## config.mk

```make
export PLATFORM = sky130hd
export DESIGN_NAME = t1_yellow_alarm
export DESIGN_NICKNAME = d
export VERILOG_FILES = /design/src/rtl/yel_pkg.sv /design/src/rtl/yel_chan_vote.sv /design/src/rtl/yel_persist_timer.sv /design/src/rtl/yel_dl_matcher.sv /design/src/rtl/t1_yellow_alarm.sv
export SDC_FILE = /design/constraint.sdc
export NUM_CORES = 1
export LEC_CHECK = 0
export ABC_AREA = 1
export CORE_AREA = 2 2 78 80
export DETAILED_ROUTE_END_ITERATION = 10
export DIE_AREA = 0 0 80 82
export DONT_BUFFER_PORTS = 1
export PLACE_DENSITY = 0.66
export SLEW_MARGIN = 10
export SYNTH_ARGS = -nofsm -noshare
export SYNTH_HDL_FRONTEND = slang
export SYNTH_SLANG_ARGS = --single-unit
```

## constraint.sdc

```tcl
create_clock -name clk -period 12.35 [get_ports clk]
set_input_delay 3.0875 -clock clk [delete_from_list [all_inputs] [get_ports clk]]
set_output_delay 3.0875 -clock clk [all_outputs]
set_load 0.02 [all_outputs]
```

## src/rtl/yel_pkg.sv

```systemverilog
package yel_pkg;

    localparam int unsigned DL_CODE_W = 16;
    // Oldest bit at the MSB: eight zeros then eight ones.
    localparam logic [DL_CODE_W-1:0] DL_CODE = 16'h00FF;
    localparam int unsigned BYTE_W    = 8;
    // Bit 2 of a channel byte (bit 1 being the MSB) sits at index 6.
    localparam int unsigned SIG_BIT_IX = 6;

    typedef enum logic {
        FMT_D4  = 1'b0,
        FMT_ESF = 1'b1
    } fmt_e;

endpackage

```

## src/rtl/yel_chan_vote.sv

```systemverilog
module yel_chan_vote #(
    parameter int unsigned NUM_CH      = 24,
    parameter int unsigned MIN_ZERO_CH = 20
) (
    input  logic [NUM_CH*yel_pkg::BYTE_W-1:0] chan_bits,
    output logic                              frame_hit
);
    import yel_pkg::*;

    localparam int unsigned CW = $clog2(NUM_CH + 1);
    localparam logic [CW-1:0] THRESH = CW'(MIN_ZERO_CH);

    logic [NUM_CH-1:0] zero_v;
    logic [CW-1:0]     zero_cnt;

    genvar g;
    generate
        for (g = 0; g < NUM_CH; g++) begin : g_ch
            assign zero_v[g] = ~chan_bits[g*BYTE_W + SIG_BIT_IX];
        end
    endgenerate

    always_comb begin
        zero_cnt = '0;
        for (int i = 0; i < NUM_CH; i++) begin
            zero_cnt = zero_cnt + CW'(zero_v[i]);
        end
        frame_hit = (zero_cnt >= THRESH);
    end

endmodule

```

## src/rtl/yel_persist_timer.sv

```systemverilog
module yel_persist_timer #(
    parameter int unsigned SET_FRAMES = 4800,
    parameter int unsigned CLR_FRAMES = 1600
) (
    input  logic clk,
    input  logic rst_n,
    input  logic frame_stb,
    input  logic frame_hit,
    output logic flag
);
    localparam int unsigned SW = $clog2(SET_FRAMES + 1);
    localparam int unsigned CW = $clog2(CLR_FRAMES + 1);
    localparam logic [SW-1:0] SET_LAST = SW'(SET_FRAMES - 1);
    localparam logic [CW-1:0] CLR_LAST = CW'(CLR_FRAMES - 1);

    typedef struct packed {
        logic          flag;
        logic [SW-1:0] set_cnt;
        logic [CW-1:0] clr_cnt;
    } tmr_t;

    tmr_t st_q, st_d;

    always_comb begin
        st_d = st_q;
        if (frame_stb) begin
            if (!st_q.flag) begin
                st_d.clr_cnt = '0;
                if (frame_hit) begin
                    if (st_q.set_cnt == SET_LAST) begin
                        st_d.flag    = 1'b1;
                        st_d.set_cnt = '0;
                    end else begin
                        st_d.set_cnt = st_q.set_cnt + 1'b1;
                    end
                end else begin
                    st_d.set_cnt = '0;
                end
            end else begin
                st_d.set_cnt = '0;
                if (!frame_hit) begin
                    if (st_q.clr_cnt == CLR_LAST) begin
                        st_d.flag    = 1'b0;
                        st_d.clr_cnt = '0;
                    end else begin
                        st_d.clr_cnt = st_q.clr_cnt + 1'b1;
                    end
                end else begin
                    st_d.clr_cnt = '0;
                end
            end
        end
    end

    always_ff @(posedge clk) begin
        if (!rst_n) st_q <= '0;
        else        st_q <= st_d;
    end

    assign flag = st_q.flag;

endmodule

```

## src/rtl/yel_dl_matcher.sv

```systemverilog
module yel_dl_matcher (
    input  logic clk,
    input  logic rst_n,
    input  logic dl_bit,
    input  logic dl_valid,
    output logic flag
);
    import yel_pkg::*;

    typedef struct packed {
        logic                 flag;
        logic [DL_CODE_W-1:0] sreg;
    } dl_t;

    dl_t st_q, st_d;
    logic [DL_CODE_W-1:0] shifted;

    always_comb begin
        st_d    = st_q;
        shifted = {st_q.sreg[DL_CODE_W-2:0], dl_bit};
        if (dl_valid) begin
            st_d.sreg = shifted;
            if (shifted == DL_CODE) begin
                st_d.flag = 1'b1;
            end else if (st_q.flag && (dl_bit != st_q.sreg[DL_CODE_W-1])) begin
                st_d.flag = 1'b0;
            end
        end
    end

    always_ff @(posedge clk) begin
        if (!rst_n) begin
            st_q.flag <= 1'b0;
            // Preload ones so a code cannot complete before 16 real bits.
            st_q.sreg <= '1;
        end else begin
            st_q <= st_d;
        end
    end

    assign flag = st_q.flag;

endmodule

```

## src/rtl/t1_yellow_alarm.sv

```systemverilog
module t1_yellow_alarm #(
    parameter int unsigned NUM_CH      = 24,
    parameter int unsigned MIN_ZERO_CH = 20,
    parameter int unsigned SET_FRAMES  = 4800,
    parameter int unsigned CLR_FRAMES  = 1600
) (
    input  logic                  clk,
    input  logic                  rst_n,
    input  logic                  fmt_esf,
    input  logic                  frame_stb,
    input  logic [NUM_CH*8-1:0]   chan_bits,
    input  logic                  dl_bit,
    input  logic                  dl_valid,
    output logic                  yellow_alarm
);
    import yel_pkg::*;

    logic frame_hit;
    logic d4_flag;
    logic dl_flag;
    fmt_e fmt;

    assign fmt = fmt_e'(fmt_esf);

    yel_chan_vote #(
        .NUM_CH      (NUM_CH),
        .MIN_ZERO_CH (MIN_ZERO_CH)
    ) u_vote (
        .chan_bits (chan_bits),
        .frame_hit (frame_hit)
    );

    yel_persist_timer #(
        .SET_FRAMES (SET_FRAMES),
        .CLR_FRAMES (CLR_FRAMES)
    ) u_timer (
        .clk       (clk),
        .rst_n     (rst_n),
        .frame_stb (frame_stb),
        .frame_hit (frame_hit),
        .flag      (d4_flag)
    );

    yel_dl_matcher u_dl (
        .clk      (clk),
        .rst_n    (rst_n),
        .dl_bit   (dl_bit),
        .dl_valid (dl_valid),
        .flag     (dl_flag)
    );

    always_comb begin
        case (fmt)
            FMT_ESF: yellow_alarm = dl_flag;
            default: yellow_alarm = d4_flag;
        endcase
    end

endmodule

```

==> summary.txt, run 1 <==
Worst hold path
  – Hold_sp: u_dl.shifted[8]
  – Hold Crit Depth: 2
  – Hold WC Path Type: flop to flop
  – WHS Endpoint: u_dl.shifted[8]

STA
  – Hold Vio Cnt, Final: 0
  – FMAX: 0.1342 GHz
  – Setup TNS: 0 ns
  – Fin crit period: 7.450 ns
  – Unrepaired setup endpoints after global routing: false
  – Setup violators final: 0
  – Worst slew pin tran: 0.6419 ns
  – Slew headroom: 56.76%
  – Max Slew Vio Count: 0
  – Fin crit share: 60.32%
  – Fin Clk Skew: 0.01132 ns

Synthesis
  – Library cell with the largest summed area after synthesis: dfxtp_1
  – XOR/XNOR share of the synthesized area: 2.600%
  – Syn Area/Cell: 7.412 um^2
  – Post-synthesis compound-gate area fraction: 13.50%
  – Mapped Area: 3032 um^2
  – Largest cells by area after synthesis: dfxtp_1, fa_1, inv_1
  – #FFs+latches synth: 42
  – Post-synth cell types: 26
  – Register area share after synthesis: 27.73%
  – Area fraction of the dominant cell type after synthesis: 27.73%
  – Multiplexer area fraction after synthesis: 0%
  – Post-Syn Nets: 633
  – Cells after synthesis: 409
  – Post-Synth Adder-Cell Area: 14.94%
  – Largest family of logic cells by synthesized area: simple AND/OR/NAND/NOR gates
  – Simple-Gate Fraction of Synth Area: 28.31%
  – Yosys Warn Count: 0

Global route
  – Vias in the first global route: 2299
  – All-Layer GR Usage: 18.85%
  – GRT Residual Overflow: 0
  – Largest net degree at the start of global routing: 30
  – Initial antenna violation count: 0
  – Wire length of the first global-routing pass: 9963 um

Power
  – Pleak: 1.353 nW
  – PwrDens: 160.5 nW/um^2
  – Max VDD drop: 0.08320 mV

Floorplan
  – I/O pin count: 199
  – Die width: 80 um
  – Core Area: 5746 um^2
  – Row count: 28
  – Starting Density: 52.77%
  – DIE HEIGHT: 82 um
  – Die area: 6560 um^2

Routing
  – Remaining DRCs: 0
  – Drt wl/cell: 11.61 um
  – WL final: 5575 um
  – Final ANT Viol Nets: 0
  – Drt first pass iters: 4
  – Vias per cell: 4.954
  – DR vias: 2378
  – Iteration-0 DRC Markers: 170

CTS
  – Clock Sinks: 42
  – Maximum clock insertion buffer count: 2
  – H-tree depth: 2
  – Clock transition at the registers of the reported paths: 0.09 ns
  – CTS Buf Count: 5
  – CTS tree: yes
  – Post_cts resized: 0
  – Clk_lat worst skew: 0.29 ns
  – Hold_buf cts: 0
  – Clock Root Buffer: clkbuf_8
  – Post-CTS setup buffers: 0

Worst setup path
  – CP Data Arrival Time: 7.68 ns
  – R2r setup slk: 10.68 ns
  – Endpoint class of the critical path: flop
  – CP startpoint kind: primary input
  – FF-to-FF End: u_timer.st_q[13]
  – Worst EP required: 12.58 ns
  – Reg-to-Reg Start: u_timer.st_q[11]
  – Reg2Reg Depth: 8
  – Kind of critical path: primary input to flop
  – Max FO, Critical Path: 13

Layout
  – Area grow syn2layout: 3.632%
  – Fill count: 565
  – Fin util: 54.68%
  – Layout cells sized above 1: 14.57%
  – Number of diodes: 0
  – Register area: 840.8 um^2
  – Area of the multi-input gates: 1799 um^2
  – Final instance area: 3142 um^2
  – Most frequent cells in the layout: inv_1, nand2_1, dfxtp_1, nand3_1, nor2_1
  – Final nets: 628

Placed design
  – DP HPWL: 4137 um
  – GPL Wtd Cong: 0.8404
  – DP Area: 3049 um^2
  – PortBufs: 0

Status
  – Status: complete, no violations

Flow run
  – Max Cap Viol: 0
==> sequential cells by signal, indices dropped and copies added (netlist names) <==
name and cells:
u_dl.flag 1, u_dl.shifted 15, u_dl.st_q 1, u_timer.flag 1, u_timer.st_q 24
==> Yosys cell counts (all sizes together) <==
| cell | n |
|---|---|
| inv | 82 |
| nand3 | 37 |
| o211ai | 3 |
| dfxtp | 42 |
| o21bai | 2 |
| o21ai | 21 |
| a21oi | 39 |
| ha | 9 |
| clkbuf | 9 |
| xor2 | 9 |
| buf | 4 |
| nor2 | 27 |
| nand4 | 10 |
| fa | 17 |
| nor3 | 6 |
| nand2 | 92 |
==> metrics by stage <==
| stage | power (mW) | instances | setup slack (ns) | hold slack [ns] |
|---|---|---|---|---|
| after floorplan | 0.4283 | 409 | 4.857 | 0.4426 |
| after global placement | 0.4145 | 472 | 4.597 | 0.4533 |
| after detailed placement | 0.4210 | 472 | 4.558 | 0.4619 |
| after CTS | 0.5122 | 480 | 4.863 | 0.4813 |
| after global routing | 0.5550 | 480 | 4.618 | 0.4935 |
| final | 0.5042 | 480 | 4.900 | 0.4769 |
==> report_power, final <==
| part | switching (mW) | total, mW | internal (mW) |
|---|---|---|---|
| combinational | 0.185 | 0.271 | 0.0863 |
| sequential | 0.00260 | 0.142 | 0.140 |
| clock | 0.0507 | 0.0912 | 0.0405 |
| total | 0.238 | 0.504 | 0.266 |
==> cells by family (layout without fill, tap and decap cells) <==
family	count (synthesis)	count (layout)
fa+ha+maj	26	26
compound gates	65	65
simple gates	172	172
flops	42	42
buf+inv	95	91
xor+xnor	9	9
==> worst max-delay path: stages <==
cell,delay [ns]
inv_1,0.02
ha_1,0.30
fa_1,0.55
fa_1,0.45
fa_1,0.56
fa_1,0.44
fa_1,0.51
inv_1,0.06
fa_1,0.43
fa_1,0.42
xor2_1,0.17
nor2_1,0.15
nand3_2,0.10
nand2_4,0.20
nand3_1,0.11
a21oi_1,0.13
==> how the worst max path moves through the flow <==
stage	endpoint	depth (start not counted)	from
6_report	u_timer.st_q[23]	16	chan_bits[6]
5_1_grt	u_timer.st_q[23]	16	chan_bits[6]
4_1_cts	u_timer.st_q[23]	16	chan_bits[6]
3_5_place_dp	u_timer.st_q[23]	16	chan_bits[6]
3_3_place_gp	u_timer.st_q[9]	15	chan_bits[6]
2_1_floorplan	u_timer.st_q[18]	17	chan_bits[6]
==> layer usage <==
metal | global-route usage (%) | vias up | part of all wire (%)
met3 | 3.407 | 2 | 2.3
met5 | 0 | - | 0
met2 | 31.67 | 31 | 46
met4 | 3.390 | 0 | 0.18
met1 | 25.72 | 1073 | 52
li1 | - | 1272 | -
==> layout make-up <==
| cell class | count | share of cell area [%] |
|---|---|---|
| clock inverter | 3 | 0.7567 |
| clock buffer | 5 | 2.190 |
| inverter | 82 | 9.797 |
| sequential | 42 | 26.76 |
| tap | 75 | 2.987 |
| multi-input combinational | 272 | 57.27 |
| timing repair buffer | 1 | 0.2389 |
(Power assumes the default switching activity.)
==> run 2, diff against run 1 <==
--- a/config.mk
+++ b/config.mk
@@ -6,11 +6,11 @@
 export NUM_CORES = 1
 export LEC_CHECK = 0
 export ABC_AREA = 1
-export CORE_AREA = 2 2 78 80
+export CORE_AREA = 2 2 77 79
 export DETAILED_ROUTE_END_ITERATION = 10
-export DIE_AREA = 0 0 80 82
+export DIE_AREA = 0 0 79 81
 export DONT_BUFFER_PORTS = 1
-export PLACE_DENSITY = 0.66
+export PLACE_DENSITY = 0.68
 export SLEW_MARGIN = 10
 export SYNTH_ARGS = -nofsm -noshare
 export SYNTH_HDL_FRONTEND = slang
==> constraint.sdc (replaced) <==
create_clock -name clk -period 7.46 [get_ports clk]
set_input_delay 1.865 -clock clk [delete_from_list [all_inputs] [get_ports clk]]
set_output_delay 1.865 -clock clk [all_outputs]
set_load 0.02 [all_outputs]
==> run 2 against run 1 <==
Compared with the run above: critical path depth is 1 lower; global-route usage is 0.20 points lower; final area stayed put; final cell count stayed put; worst hold slack better by 0.0055 ns; power is 66% higher; combinational power is 63% higher; clock power is 71% higher; non-clock buffer count stayed put.
==> summary.txt, run 2 (synthesis results as in run 1) <==
Status
  – Status: complete, no violations

CTS
  – Maximum clock insertion buffer count: 2 (unchanged)
  – CTS Buf Count: 5 (unchanged)
  – Post_cts resized: 0 (unchanged)
  – Clock transition at the registers of the reported paths: 0.10 ns (about the same)
  – H-tree depth: 2 (unchanged)
  – Post-CTS setup buffers: 0 (unchanged)
  – Hold_buf cts: 0 (unchanged)
  – Clk_lat worst skew: 0.31 ns (+0.02 ns)
  – Clock Root Buffer: clkbuf_8
  – Clock Sinks: 42 (unchanged)
  – CTS tree: yes

Floorplan
  – Core Area: 5675 um^2 (-1.2%)
  – Die width: 79 um (-1.3%)
  – Row count: 28 (unchanged)
  – Die area: 6399 um^2 (-2.5%)
  – I/O pin count: 199 (unchanged)
  – Starting Density: 53.42% (+0.65 points)
  – DIE HEIGHT: 81 um (-1.2%)

Power
  – P_sw: 0.3923 mW (+65%)
  – Combinational power share: 53.1% (-0.6 points)
  – Max VDD drop: 0.1775 mV (+110%)
  – Switching Fraction: 46.98% (-0.19 points)
  – Int Power: 0.4427 mW (+66%)
  – Sequential share of power: 28.2% (about the same)
  – Pleak: 1.353 nW (unchanged)
  – Clock power share: 18.7% (+0.6 points)
  – PwrDens: 265.8 nW/um^2 (+66%)

Worst setup path
  – R2r setup slk: 5.76 ns (-4.92 ns)
  – Slowest CP cell: fa_1
  – CP cell instances: inv_1 > ha_1 > fa_1 > fa_1 > fa_1 > fa_1 > fa_1 > inv_1 > fa_1 > fa_1 > xor2_1 > nand3_1 > nand2_2 > nand2_1 > a21oi_1
  – Worst EP required: 7.70 ns (-4.88 ns)
  – CP Data Arrival Time: 6.43 ns (-1.25 ns)
  – CP startpoint kind: primary input
  – Top delay family on crit path: adder cells
  – Endpoint class of the critical path: flop
  – Most used cell, CP: fa_1
  – Max incr delay on CP: 0.56 ns (about the same)
  – CP bufs+invs: 2 (unchanged)
  – Kind of critical path: primary input to flop
  – Max FO, Critical Path: 11 (-2)

Layout
  – Fin util: 55.36% (+0.68 points)
  – Layout cells sized above 1: 14.57% (unchanged)
  – Largest register FFs: 24 (unchanged)
  – Most frequent cells in the layout: inv_1, nand2_1, dfxtp_1, nand3_1, nor2_1
  – Most flop-heavy register: u_timer.st_q
  – Number of diodes: 0 (unchanged)
  – Area grow syn2layout: 3.632% (unchanged)
  – Final nets: 628 (unchanged)

Routing
  – Drt wl/cell: 11.63 um (about the same)
  – Vias per cell: 5.075 (+2.4%)
  – DR vias: 2436 (+2.4%)
  – Final ANT Viol Nets: 0 (unchanged)
  – WL final: 5580 um (about the same)
  – Iteration-0 DRC Markers: 115 (-32%)
  – Drt first pass iters: 4 (unchanged)
  – Remaining DRCs: 0 (unchanged)

Placed design
  – PortBufs: 0 (unchanged)
  – GPL Wtd Cong: 0.8330 (-0.88%)
  – DP HPWL: 4188 um (+1.2%)

STA
  – Max Slew Vio Count: 0 (unchanged)
  – Slew headroom: 57.33% (+0.57 points)
  – Fin crit share: 83.06%
  – Hold Vio Cnt, Final: 0 (unchanged)
  – FMAX: 0.1614 GHz
  – Setup violators final: 0 (unchanged)
  – Unrepaired setup endpoints after global routing: false
  – Fin Clk Skew: 0.01476 ns (+0.003444 ns)
  – Fin crit period: 6.197 ns
  – Worst slew pin tran: 0.6334 ns (-0.008436 ns)
  – Setup TNS: 0 ns (unchanged)

Global route
  – Largest net degree at the start of global routing: 32 (+6.7%)
  – Wire length of the first global-routing pass: 9549 um (-4.2%)
  – Initial antenna violation count: 0 (unchanged)
  – GRT Residual Overflow: 0 (unchanged)
  – Vias in the first global route: 2212 (-3.8%)
  – All-Layer GR Usage: 18.65% (-0.20 points)

Worst hold path
  – Hold WC Path Type: flop to flop

Flow run
  – Max Cap Viol: 0 (unchanged)
-- run 2: cell counts in the layout (fill, tap and decap cells not counted) --
No cell type changed its count.
-- run 2: metrics by stage --
step	power [mW]	instance area, um^2	hold WS, ns	std cells	setup slack (ns)
floorplan	0.7091	3032	0.4426	409	1.189
global placement	0.6761	3049	0.4468	472	0.9879
detailed placement	0.6922	3049	0.4609	472	0.9266
CTS	0.8484	3142	0.4843	480	1.234
global route	0.9198	3142	0.5021	480	1.070
finish	0.8350	3142	0.4825	480	1.263
-- run 2: per-layer routing --
| layer | vias to the layer above | global-route usage (%) | routed length [um] |
|---|---|---|---|
| li1 | 1270 | - | - |
| met1 | 1115 | 24.74 | 2720 |
| met2 | 46 | 31.27 | 2583 |
| met3 | 5 | 3.889 | 221 |
| met4 | 0 | 4.655 | 55 |
| met5 | - | 0 | 0 |
-- run 2: power groups by stage --
stage	clock network (mW)	registers (mW)	logic [mW]
floorplan	0	0.240	0.469
global placement	0	0.241	0.436
detailed placement	0	0.241	0.451
CTS	0.161	0.236	0.452
global route	0.169	0.237	0.514
finish	0.156	0.235	0.443
-- run 2: layout make-up --
| cell class | count | area (um^2) |
|---|---|---|
| inverter | 82 | 307.8 |
| clock buffer | 5 | 68.82 |
| sequential | 42 | 840.8 |
| tap | 75 | 93.84 |
| timing repair buffer | 1 | 7.507 |
| fill | 554 | 2534 |
| clock inverter | 3 | 23.77 |
| multi-input combinational | 272 | 1799 |
-- run 2: worst reg2reg max path, cell delays in order (launching register included) --
cell and delay, ns:
dfxtp_1 0.41, ha_1 0.24, inv_1 0.06, nor3_1 0.25, nand2_1 0.13, nand2_1 0.17
inv_2 0.14, nand3_1 0.11, a21oi_1 0.06
-- run 2: path summary, 6_finish.rpt --
check / startpoint / end / cells after the start
max reg2reg: u_timer.st_q[11] / u_timer.st_q[13] / 8
min: u_dl.shifted[4] / u_dl.shifted[5] / 2
max: chan_bits[6] / u_timer.st_q[9] / 15
min reg2reg: u_dl.shifted[4] / u_dl.shifted[5] / 2
==> run 3, diff against run 2 <==
--- a/config.mk
+++ b/config.mk
@@ -6,11 +6,11 @@
 export NUM_CORES = 1
 export LEC_CHECK = 0
 export ABC_AREA = 1
-export CORE_AREA = 2 2 77 79
+export CORE_AREA = 2 2 78 80
 export DETAILED_ROUTE_END_ITERATION = 10
-export DIE_AREA = 0 0 79 81
+export DIE_AREA = 0 0 80 82
 export DONT_BUFFER_PORTS = 1
-export PLACE_DENSITY = 0.68
+export PLACE_DENSITY = 0.69
 export SLEW_MARGIN = 10
 export SYNTH_ARGS = -nofsm -noshare
 export SYNTH_HDL_FRONTEND = slang
==> constraint.sdc (replaced) <==
create_clock -name clk -period 4.98 [get_ports clk]
set_input_delay 1.245 -clock clk [delete_from_list [all_inputs] [get_ports clk]]
set_output_delay 1.245 -clock clk [all_outputs]
set_load 0.02 [all_outputs]
==> run 3 against run 2 <==
Compared with the run above: global-route usage rose by 1.0 points; largest cell class unchanged; sequential cell count unchanged; combinational power increased by 130%; clock-buffer cell count is the same; via count is 1.6% higher; worst hold slack got worse by 0.0024 ns; die area increased by 2.5%; the run now ends with negative setup slack left; register-to-register slack got worse by 2.4 ns; critical path depth up 3.
==> summary.txt, run 3 (synthesis results as in run 1) <==
Status
  – Status: complete, but fails checks
  – Failing checks: negative setup slack

Layout
  – Number of diodes: 0 (unchanged)
  – Layout cells sized above 1: 18.89% (+4.3 points)
  – Most common cell after layout, fill and taps aside: nand2_1
  – Most frequent cells in the layout: nand2_1, inv_1, dfxtp_1, nor2_1, nand3_1
  – Area grow syn2layout: 8.708%
  – Final nets: 636 (+1.3%)
  – Most flop-heavy register: u_timer.st_q
  – Fin util: 57.36% (+2.0 points)
  – Fill count: 536 (-3.2%)
  – Register area: 840.8 um^2 (unchanged)
  – Largest register FFs: 24 (unchanged)
  – Area of the multi-input gates: 1851 um^2 (+2.9%)

STA
  – Final WS setup: -0.3599 ns (-1.623 ns)
  – Fin crit period: 5.340 ns
  – Fin Clk Skew: 0.01184 ns (-0.002924 ns)
  – Hold_ws: 0.4800 ns (-0.002448 ns)
  – FMAX: 0.1873 GHz
  – Max Slew Vio Count: 0 (unchanged)
  – Worst slew pin tran: 0.6288 ns (-0.004670 ns)
  – Fin crit share: 107.2%
  – Hold Vio Cnt, Final: 0 (unchanged)
  – Unrepaired setup endpoints after global routing: true
  – Slew headroom: 57.64% (+0.31 points)
  – Setup violators final: 25 (+25)

Routing
  – Drt wl/cell: 11.99 um (+3.1%)
  – Final ANT Viol Nets: 0 (unchanged)
  – Iteration-0 DRC Markers: 133 (+16%)
  – DR vias: 2476 (+1.6%)
  – WL final: 5849 um (+4.8%)
  – Remaining DRCs: 0 (unchanged)
  – Drt first pass iters: 4 (unchanged)
  – Vias per cell: 5.074 (about the same)

Flow run
  – Max Cap Viol: 0 (unchanged)

Global route
  – Vias in the first global route: 2366 (+7.0%)
  – Initial antenna violation count: 0 (unchanged)
  – Largest net degree at the start of global routing: 32 (unchanged)
  – Wire length of the first global-routing pass: 10340 um (+8.2%)
  – GRT Residual Overflow: 0 (unchanged)
  – All-Layer GR Usage: 19.66% (+1.0 points)

Floorplan
  – Die area: 6560 um^2 (+2.5%)
  – Die width: 80 um (+1.3%)
  – Row count: 28 (unchanged)
  – I/O pin count: 199 (unchanged)
  – Core Area: 5746 um^2 (+1.2%)
  – DIE HEIGHT: 82 um (+1.2%)
  – Starting Density: 52.77% (-0.65 points)

Worst setup path
  – Critical path origin: chan_bits[14]
  – Reg-to-Reg Start: u_timer.st_q[11]
  – CP Data Arrival Time: 5.59 ns (-0.84 ns)
  – R2r setup slk: 3.32 ns (-2.44 ns)
  – Kind of critical path: primary input to flop
  – Reg2Reg Depth: 8 (unchanged)
  – FF-to-FF End: u_timer.st_q[12]
  – CP startpoint kind: primary input
  – Setup crit end: u_timer.flag
  – Endpoint class of the critical path: flop
  – Worst EP required: 5.23 ns (-2.47 ns)
  – Max FO, Critical Path: 5 (-6)

CTS
  – Clock transition at the registers of the reported paths: 0.09 ns (about the same)
  – Maximum clock insertion buffer count: 2 (unchanged)
  – H-tree depth: 2 (unchanged)
  – Clk_lat worst skew: 0.30 ns (about the same)
  – Clock Root Buffer: clkbuf_8
  – CTS tree: yes
  – Clock Sinks: 42 (unchanged)
  – CTS Buf Count: 5 (unchanged)
  – Hold_buf cts: 0 (unchanged)

Placed design
  – DP HPWL: 4217 um (+0.68%)
  – GPL Wtd Cong: 0.8148 (-2.2%)
  – PortBufs: 0 (unchanged)

Power
  – PwrDens: 487.7 nW/um^2 (+83%)
  – Pleak: 1.404 nW (+3.7%)
  – Max VDD drop: 0.3737 mV (+110%)

Worst hold path
  – Hold WC Path Type: flop to flop
run 3: final cells by class:
cell class	instances	area share (%)
Inverter	82	9.795
Clock buffer	5	2.088
Multi-Input combinational cell	272	56.15
Tap cell	75	2.847
Clock inverter	3	0.7213
Sequential cell	42	25.51
Timing Repair Buffer	9	2.885
run 3: per-layer routing:
layer / track usage [%] / up-vias / routed length (um)
met5: 0 / - / 0
met4: 3.729 / 0 / 47
li1: - / 1288 / -
met2: 32.75 / 37 / 2733
met3: 3.077 / 6 / 156
met1: 27.32 / 1145 / 2912
run 3: worst min-delay path by stage:
stage,startpoint,to,slack [ns],cells after the start
floorplan,u_dl.shifted[9],u_dl.shifted[10],0.44,2
CTS,u_dl.shifted[5],u_dl.shifted[5],0.48,2
global route,u_dl.shifted[6],u_dl.shifted[7],0.51,2
global placement,u_dl.shifted[4],u_dl.shifted[5],0.45,2
finish,u_dl.shifted[11],u_dl.shifted[12],0.48,2
detailed placement,u_dl.shifted[12],u_dl.shifted[13],0.46,2
run 3: power breakdown:
part	leakage, nW	internal [mW]	switching [mW]
Combinational	1.02	0.458	0.563
Sequential	0.342	0.346	0.00651
Clock	0.0408	0.100	0.133
run 3: critical path, stage by stage:
cell     delay [ns]
inv_12         0.01
ha_4           0.22
fa_1           0.50
fa_1           0.44
fa_1           0.52
fa_1           0.43
fa_1           0.51
inv_2          0.05
fa_2           0.38
fa_2           0.40
xor2_2         0.16
buf_4          0.14
nand3_2        0.05
nand2_2        0.08
buf_12         0.14
buf_8          0.13
buf_6          0.11
a21oi_2        0.09
run 3: timing repair:
item	4_1_cts	5_1_grt
buffers inserted	0	6
endpoints found under the setup margin	25	25
pin swaps	1	2
cloned	0	0
resized for setup	1	12
run 3: stage by stage:
step / power, mW / setup slack (ns) / cell area (um^2) / instances / TNS, ns
after CTS: 1.390 / -0.2941 / 3212 / 482 / -6.138
final: 1.607 / -0.3599 / 3296 / 488 / -6.921
after detailed placement: 1.131 / -0.6326 / 3110 / 474 / -14.24
after global placement: 1.100 / -0.5851 / 3110 / 474 / -13.03
after global routing: 1.737 / -0.4961 / 3296 / 488 / -11.14
after floorplan: 1.072 / -0.4120 / 3065 / 409 / -8.083
